===== config.mk =====
export PLATFORM = sky130hd
export DESIGN_NAME = backup_switch_ctrl
export DESIGN_NICKNAME = d
export VERILOG_FILES = /design/src/rtl/bbsw_pkg.sv /design/src/rtl/bbsw_datapath.sv /design/src/rtl/bbsw_control.sv /design/src/rtl/backup_switch_ctrl.sv
export SDC_FILE = /design/constraint.sdc
export NUM_CORES = 1
export LEC_CHECK = 0
export ABC_AREA = 0
export BUFFER_PORTS_ARGS = -buffer_cell sky130_fd_sc_hd__buf_2
export CORE_MARGIN = 2
export CORE_UTILIZATION = 28
export CTS_CLUSTER_SIZE = 20
export DETAILED_ROUTE_END_ITERATION = 8
export GPL_ROUTABILITY_DRIVEN = 0
export HOLD_SLACK_MARGIN = 0.02
export MAX_ROUTING_LAYER = met4
export PLACE_DENSITY = 0.53
export SYNTH_ARGS = -nofsm -noshare
export SYNTH_HDL_FRONTEND = slang
export SYNTH_HIERARCHICAL = 1
export SYNTH_SLANG_ARGS = --single-unit

===== constraint.sdc =====
create_clock -name clk -period 1 [get_ports clk]
set_input_delay 0.15 -clock clk [delete_from_list [all_inputs] [get_ports clk]]
set_output_delay 0.15 -clock clk [all_outputs]
set_load 0.01 [all_outputs]

===== src/rtl/bbsw_pkg.sv =====
package bbsw_pkg;

  typedef enum logic {
    SRC_SUPPLY  = 1'b0,
    SRC_BATTERY = 1'b1
  } srcSel_t;

  // comparison results from datapath to control
  typedef struct packed {
    logic belowFall;   // supply under battery + falling margin
    logic aboveRise;   // supply over battery + rising margin
  } cmpFlags_t;

  // strobes from control to datapath
  typedef struct packed {
    logic captureFlags;
    logic backupActive;
  } ctrlStrobe_t;

endpackage


===== src/rtl/bbsw_datapath.sv =====
module bbsw_datapath
  import bbsw_pkg::*;
#(
  parameter int MV_W        = 13,
  parameter int FALL_MV     = 50,
  parameter int RISE_MV     = 70,
  parameter int PF_REF_MV   = 1300,
  parameter int BATT_MIN_MV = 2000,
  parameter int BATT_MAX_MV = 4250
) (
  input  logic            clk,
  input  logic            rstN,
  input  logic [MV_W-1:0] supplyMv,
  input  logic [MV_W-1:0] batteryMv,
  input  logic [MV_W-1:0] pfiMv,
  input  logic            wdoIn,
  input  logic            lowLineIn,
  input  logic            oscSelIn,
  input  logic            oscClkIn,
  input  ctrlStrobe_t     strobe,
  output cmpFlags_t       cmp,
  output logic            pfOut,
  output logic            wdoOut,
  output logic            lowLineOut,
  output logic            oscSelOut,
  output logic            oscClkOut,
  output logic            battLow,
  output logic            battHigh
);

  // one spare bit so battery + margin never wraps
  localparam int CW = MV_W + 1;
  localparam logic [CW-1:0] FALL_C  = CW'(FALL_MV);
  localparam logic [CW-1:0] RISE_C  = CW'(RISE_MV);
  localparam logic [CW-1:0] PF_C    = CW'(PF_REF_MV);
  localparam logic [CW-1:0] BMIN_C  = CW'(BATT_MIN_MV);
  localparam logic [CW-1:0] BMAX_C  = CW'(BATT_MAX_MV);

  logic [CW-1:0] supplyExt;
  logic [CW-1:0] batteryExt;
  logic [CW-1:0] pfiExt;
  logic [CW-1:0] fallLimit;
  logic [CW-1:0] riseLimit;

  logic pfOkQ;
  logic battLowQ;
  logic battHighQ;

  assign supplyExt  = {1'b0, supplyMv};
  assign batteryExt = {1'b0, batteryMv};
  assign pfiExt     = {1'b0, pfiMv};
  assign fallLimit  = batteryExt + FALL_C;
  assign riseLimit  = batteryExt + RISE_C;

  always_comb begin
    cmp.belowFall = supplyExt < fallLimit;
    cmp.aboveRise = supplyExt > riseLimit;
  end

  // captured flags, loaded only on a sample strobe
  always_ff @(posedge clk or negedge rstN) begin
    if (!rstN) begin
      pfOkQ     <= 1'b0;
      battLowQ  <= 1'b0;
      battHighQ <= 1'b0;
    end else if (strobe.captureFlags) begin
      pfOkQ     <= pfiExt >= PF_C;
      battLowQ  <= batteryExt < BMIN_C;
      battHighQ <= batteryExt > BMAX_C;
    end
  end

  // backup forcing of status seen by neighbours
  always_comb begin
    if (strobe.backupActive) begin
      pfOut      = 1'b0;
      wdoOut     = 1'b1;
      lowLineOut = 1'b0;
      oscSelOut  = 1'b0;
      oscClkOut  = 1'b0;
    end else begin
      pfOut      = pfOkQ;
      wdoOut     = wdoIn;
      lowLineOut = lowLineIn;
      oscSelOut  = oscSelIn;
      oscClkOut  = oscClkIn;
    end
  end

  assign battLow  = battLowQ;
  assign battHigh = battHighQ;

endmodule


===== src/rtl/bbsw_control.sv =====
module bbsw_control
  import bbsw_pkg::*;
(
  input  logic        clk,
  input  logic        rstN,
  input  logic        sampleValid,
  input  cmpFlags_t   cmp,
  output ctrlStrobe_t strobe
);

  srcSel_t srcQ;
  srcSel_t srcNext;

  // reset lands in battery, so the first sample obeys the rising rule
  always_comb begin
    srcNext = srcQ;
    if (sampleValid) begin
      unique case (srcQ)
        SRC_SUPPLY:  if (cmp.belowFall) srcNext = SRC_BATTERY;
        SRC_BATTERY: if (cmp.aboveRise) srcNext = SRC_SUPPLY;
        default:     srcNext = SRC_BATTERY;
      endcase
    end
  end

  always_ff @(posedge clk or negedge rstN) begin
    if (!rstN) srcQ <= SRC_BATTERY;
    else       srcQ <= srcNext;
  end

  always_comb begin
    strobe.captureFlags = sampleValid;
    strobe.backupActive = (srcQ == SRC_BATTERY);
  end

endmodule


===== src/rtl/backup_switch_ctrl.sv =====
module backup_switch_ctrl
  import bbsw_pkg::*;
#(
  parameter int MV_W        = 13,
  parameter int LOW_VARIANT = 0,
  parameter int FALL_MV     = 50,
  parameter int RISE_MV     = 70,
  parameter int PF_REF_MV   = 1300,
  parameter int BATT_MIN_MV = 2000
) (
  input  logic            clk,
  input  logic            rstN,
  input  logic            sampleValid,
  input  logic [MV_W-1:0] supplyMv,
  input  logic [MV_W-1:0] batteryMv,
  input  logic [MV_W-1:0] pfiMv,
  input  logic            wdoIn,
  input  logic            lowLineIn,
  input  logic            oscSelIn,
  input  logic            oscClkIn,
  output logic            batteryOn,
  output logic            backupMode,
  output logic            pfOut,
  output logic            wdoOut,
  output logic            lowLineOut,
  output logic            oscSelOut,
  output logic            oscClkOut,
  output logic            battLow,
  output logic            battHigh
);

  localparam int BATT_MAX_MV = (LOW_VARIANT != 0) ? 4000 : 4250;

  cmpFlags_t   cmp;
  ctrlStrobe_t strobe;

  bbsw_control u_ctrl (
    .clk         (clk),
    .rstN        (rstN),
    .sampleValid (sampleValid),
    .cmp         (cmp),
    .strobe      (strobe)
  );

  bbsw_datapath #(
    .MV_W        (MV_W),
    .FALL_MV     (FALL_MV),
    .RISE_MV     (RISE_MV),
    .PF_REF_MV   (PF_REF_MV),
    .BATT_MIN_MV (BATT_MIN_MV),
    .BATT_MAX_MV (BATT_MAX_MV)
  ) u_dp (
    .clk        (clk),
    .rstN       (rstN),
    .supplyMv   (supplyMv),
    .batteryMv  (batteryMv),
    .pfiMv      (pfiMv),
    .wdoIn      (wdoIn),
    .lowLineIn  (lowLineIn),
    .oscSelIn   (oscSelIn),
    .oscClkIn   (oscClkIn),
    .strobe     (strobe),
    .cmp        (cmp),
    .pfOut      (pfOut),
    .wdoOut     (wdoOut),
    .lowLineOut (lowLineOut),
    .oscSelOut  (oscSelOut),
    .oscClkOut  (oscClkOut),
    .battLow    (battLow),
    .battHigh   (battHigh)
  );

  assign batteryOn  = strobe.backupActive;
  assign backupMode = strobe.backupActive;

endmodule


==> metrics <==
Cell Rows 24; fmax between 400 and 500 MHz; synthesized cell area 1240 sq um; cell count after synthesis 154; WL/cell 12.2 microns; failing checks negative setup slack; fin util 46.5%; Via density 4.76; Sw Ratio 36.1%; WS Path Type in2reg; Worst setup EP type register; CTS tree yes; DR pass1 iterations 4; initial antenna violation count 0; area of the multi-input gates 1140 sq um; drt total wl 3.60 mm; first-pass GRT wire length 6.13 mm; RSZ-0062 raised after global routing true; Via Count around 1,400; Place WS -1.46 ns; sequential element share of the synthesized area 8.17%; leak pwr 0.981 nW; syn avg cell area between 8 and 9 sq um; placed instance count 285; fin. max-slew vios 0; total number of H-tree levels 1; max-cap viol count 0; Min Hold Slack 0.199 ns; Residual DRC 0; die footprint 4980 sq um; Tmin final 2.03 ns; total gr overflow 0; ANT nets after route 0; worst min path class in2reg; Tightest Pin Transition 0.348 ns; asr flop ratio synth 100%; Max clock buf depth 2; crit path launch type input pin; Slew HR 76.6%; PD cells 784 nW/um^2; Post-Syn Nets approximately 230; Main synth FF type dfrtp_1; Internal a little over 1 mW; clk slew on worst S/H paths 0.03 ns; DRT iter0 DRCs 71; Final Setup Violations 9; crit-path max FO 5; CORE AREA around 4300 sq um; skew final 0 ns; Detailed Place HPWL slightly above 3 mm; Synth top area share between 20 and 30%; vias in the first global route 1,345; ant diodes 0; storage element area 101 sq um; number of library cell types mapped by synthesis 42; worst endpoint required time 1.14 ns; Synth area leader ha_1; power share of the combinational group 62.6%; worst path arrival time around 2.2 ns; IR drop worst, VDD about 0.31 mV; main area contributors after synthesis ha_1 28%, xnor2_1 7.1%, xor2_1 7.1%; I/O Pins 55; final setup margin -1.03 ns; nets@finish 317; share of cells above drive strength 1 48.3%; Total GRT Usage 15.4%; port buffer count 52; setup TNS -2.15 ns; CTS sink count 4; Seq cells post-synth 4; cts bufs inserted 3; Flop pwr share ~14%; Final Hold Fails 0; Final period util 203%; CTS Root Cell clkbuf_8; initial core utilization 28.7%; outcome finished with violations; largest net degree at the start of global routing 9; Clk pwr share 23.1%; clk_lat worst skew around 0.22 ns; Net Sw Power 569 uW; number of fill cells 456; Synthesis Warnings 6; Synth-to-Final Area Change 62.3%; post-route insts no fill 294; number of synthesized flops with an enable pin 0; die width 70.5 microns; die span in y 70.5 microns
-- metrics by stage --
step | instance area [sq um] | total power, mW
after floorplan | 1310 | 0.744
after global placement | 1830 | 1.09
after detailed placement | 1830 | 1.10
after CTS | 1990 | 1.57
after global routing | 2010 | 1.72
final | 2010 | 1.58
-- worst paths after layout --
check                                         startpoint                       end  slack [ns]  cells after the start
worst max-delay path                        batteryMv[1]   u_ctrl/srcQ$_DFFE_PN1P_       -1.03                     12
worst min-delay path                         sampleValid   u_ctrl/srcQ$_DFFE_PN1P_        0.20                      2
worst max register to register   u_ctrl/srcQ$_DFFE_PN1P_   u_ctrl/srcQ$_DFFE_PN1P_       -0.08                      4
worst min register to register  u_dp/battLow$_DFFE_PN0P_  u_dp/battLow$_DFFE_PN0P_        0.53                      2
max in group asynchronous                           rstN   u_ctrl/srcQ$_DFFE_PN1P_        0.53                      2
min in group asynchronous                           rstN    u_dp/pfOkQ$_DFFE_PN0P_        0.26                      2
-- kinds of logic (layout without fill, tap and decap cells) --
kind of cell / count (synthesis) / after routing / share of synthesized area, %
and+or+nand+nor: 45 / 45 / 19.8
AOI/OAI and AO/OA: 40 / 40 / 22.5
adders and majority gates: 28 / 28 / 28.3
xor gates and xnor gates: 20 / 20 / 14.1
buffers and inverters: 17 / 105 / 7.16
DFF: 4 / 4 / 8.17
-- worst max-delay path, cell delays in order --
cell	delay, ns
buf_8	0.11
ha_4	0.16
a21oi_4	0.17
a21boi_4	0.09
xnor2_1	0.13
ha_1	0.29
a21o_1	0.19
a21o_1	0.21
a2111oi_4	0.28
a221o_1	0.19
a21oi_1	0.06
a31oi_1	0.14
-- repair_timing --
item | CTS | global route
cloned | 0 | 0
gates resized for setup | 24 | 1
pin swaps | 15 | 10
endpoints found under the setup margin | 9 | 9
buffers inserted | 2 | 2
hold buffers | 1 | 0
endpoints found under the hold margin | 4 | 0
-- layout by cell type, fill, tap and decap left out, types with 2 or more instances in the layout --
cell / instances
nor2_2: 2
o31ai_1: 2
nor2b_1: 5
ha_1: 25
inv_1: 6
xnor2_1: 10
nand2_1: 5
a21boi_0: 3
o21ai_0: 6
buf_4: 38
a21o_1: 2
a21oi_1: 10
buf_6: 4
nand3_1: 8
buf_2: 47
nand2b_1: 2
a31oi_1: 2
clkbuf_8: 3
ha_4: 2
dfrtp_1: 3
buf_8: 2
o21ai_2: 2
a21oi_2: 2
nand4_1: 3
xor2_1: 10
nor2_1: 9
-- layout make-up --
class,instances,area share (%)
Sequential cell,4,5.04
Multi-Input combinational cell,133,56.8
Timing Repair Buffer,93,31.1
Tap cell,52,3.23
Inverter,8,1.62
Clock buffer,4,2.24
-- Yosys cell counts (all sizes together), types with 2 or more instances --
cell type,instances
nor2,11
buf,9
xnor2,10
dfrtp,3
o31ai,2
nand2,5
nand4,3
nand3,9
nand2b,2
nor2b,6
a21o,2
ha,28
inv,8
o21ai,8
a21boi,4
a21oi,13
and4,2
a31oi,2
xor2,10
-- power groups by stage --
| stage | logic (mW) | clock network, mW | registers (mW) |
|---|---|---|---|
| after floorplan | 0.535 | 0 | 0.208 |
| after detailed placement | 0.871 | 0 | 0.226 |
| after global placement | 0.867 | 0 | 0.224 |
| final | 0.988 | 0.364 | 0.226 |
| after CTS | 0.968 | 0.377 | 0.226 |
| after global routing | 1.10 | 0.388 | 0.232 |
-- routing by layer --
| layer | wire length (microns) | part of all wire, % | up-vias | global-route usage, % |
|---|---|---|---|---|
| li1 | - | - | 730 | - |
| met1 | 1680 | 47 | 634 | 21.0 |
| met2 | 1720 | 48 | 33 | 25.1 |
| met3 | 167 | 4.6 | 3 | 1.85 |
| met4 | 23 | 0.64 | 0 | 2.52 |
| met5 | 0 | 0 | - | - |
-- registers in the layout, indices dropped and copies added (netlist names) --
signal / flops
u_ctrl/srcQ: 1
u_dp/battHigh: 1
u_dp/battLow: 1
u_dp/pfOkQ: 1
(Power assumes the default switching activity.)
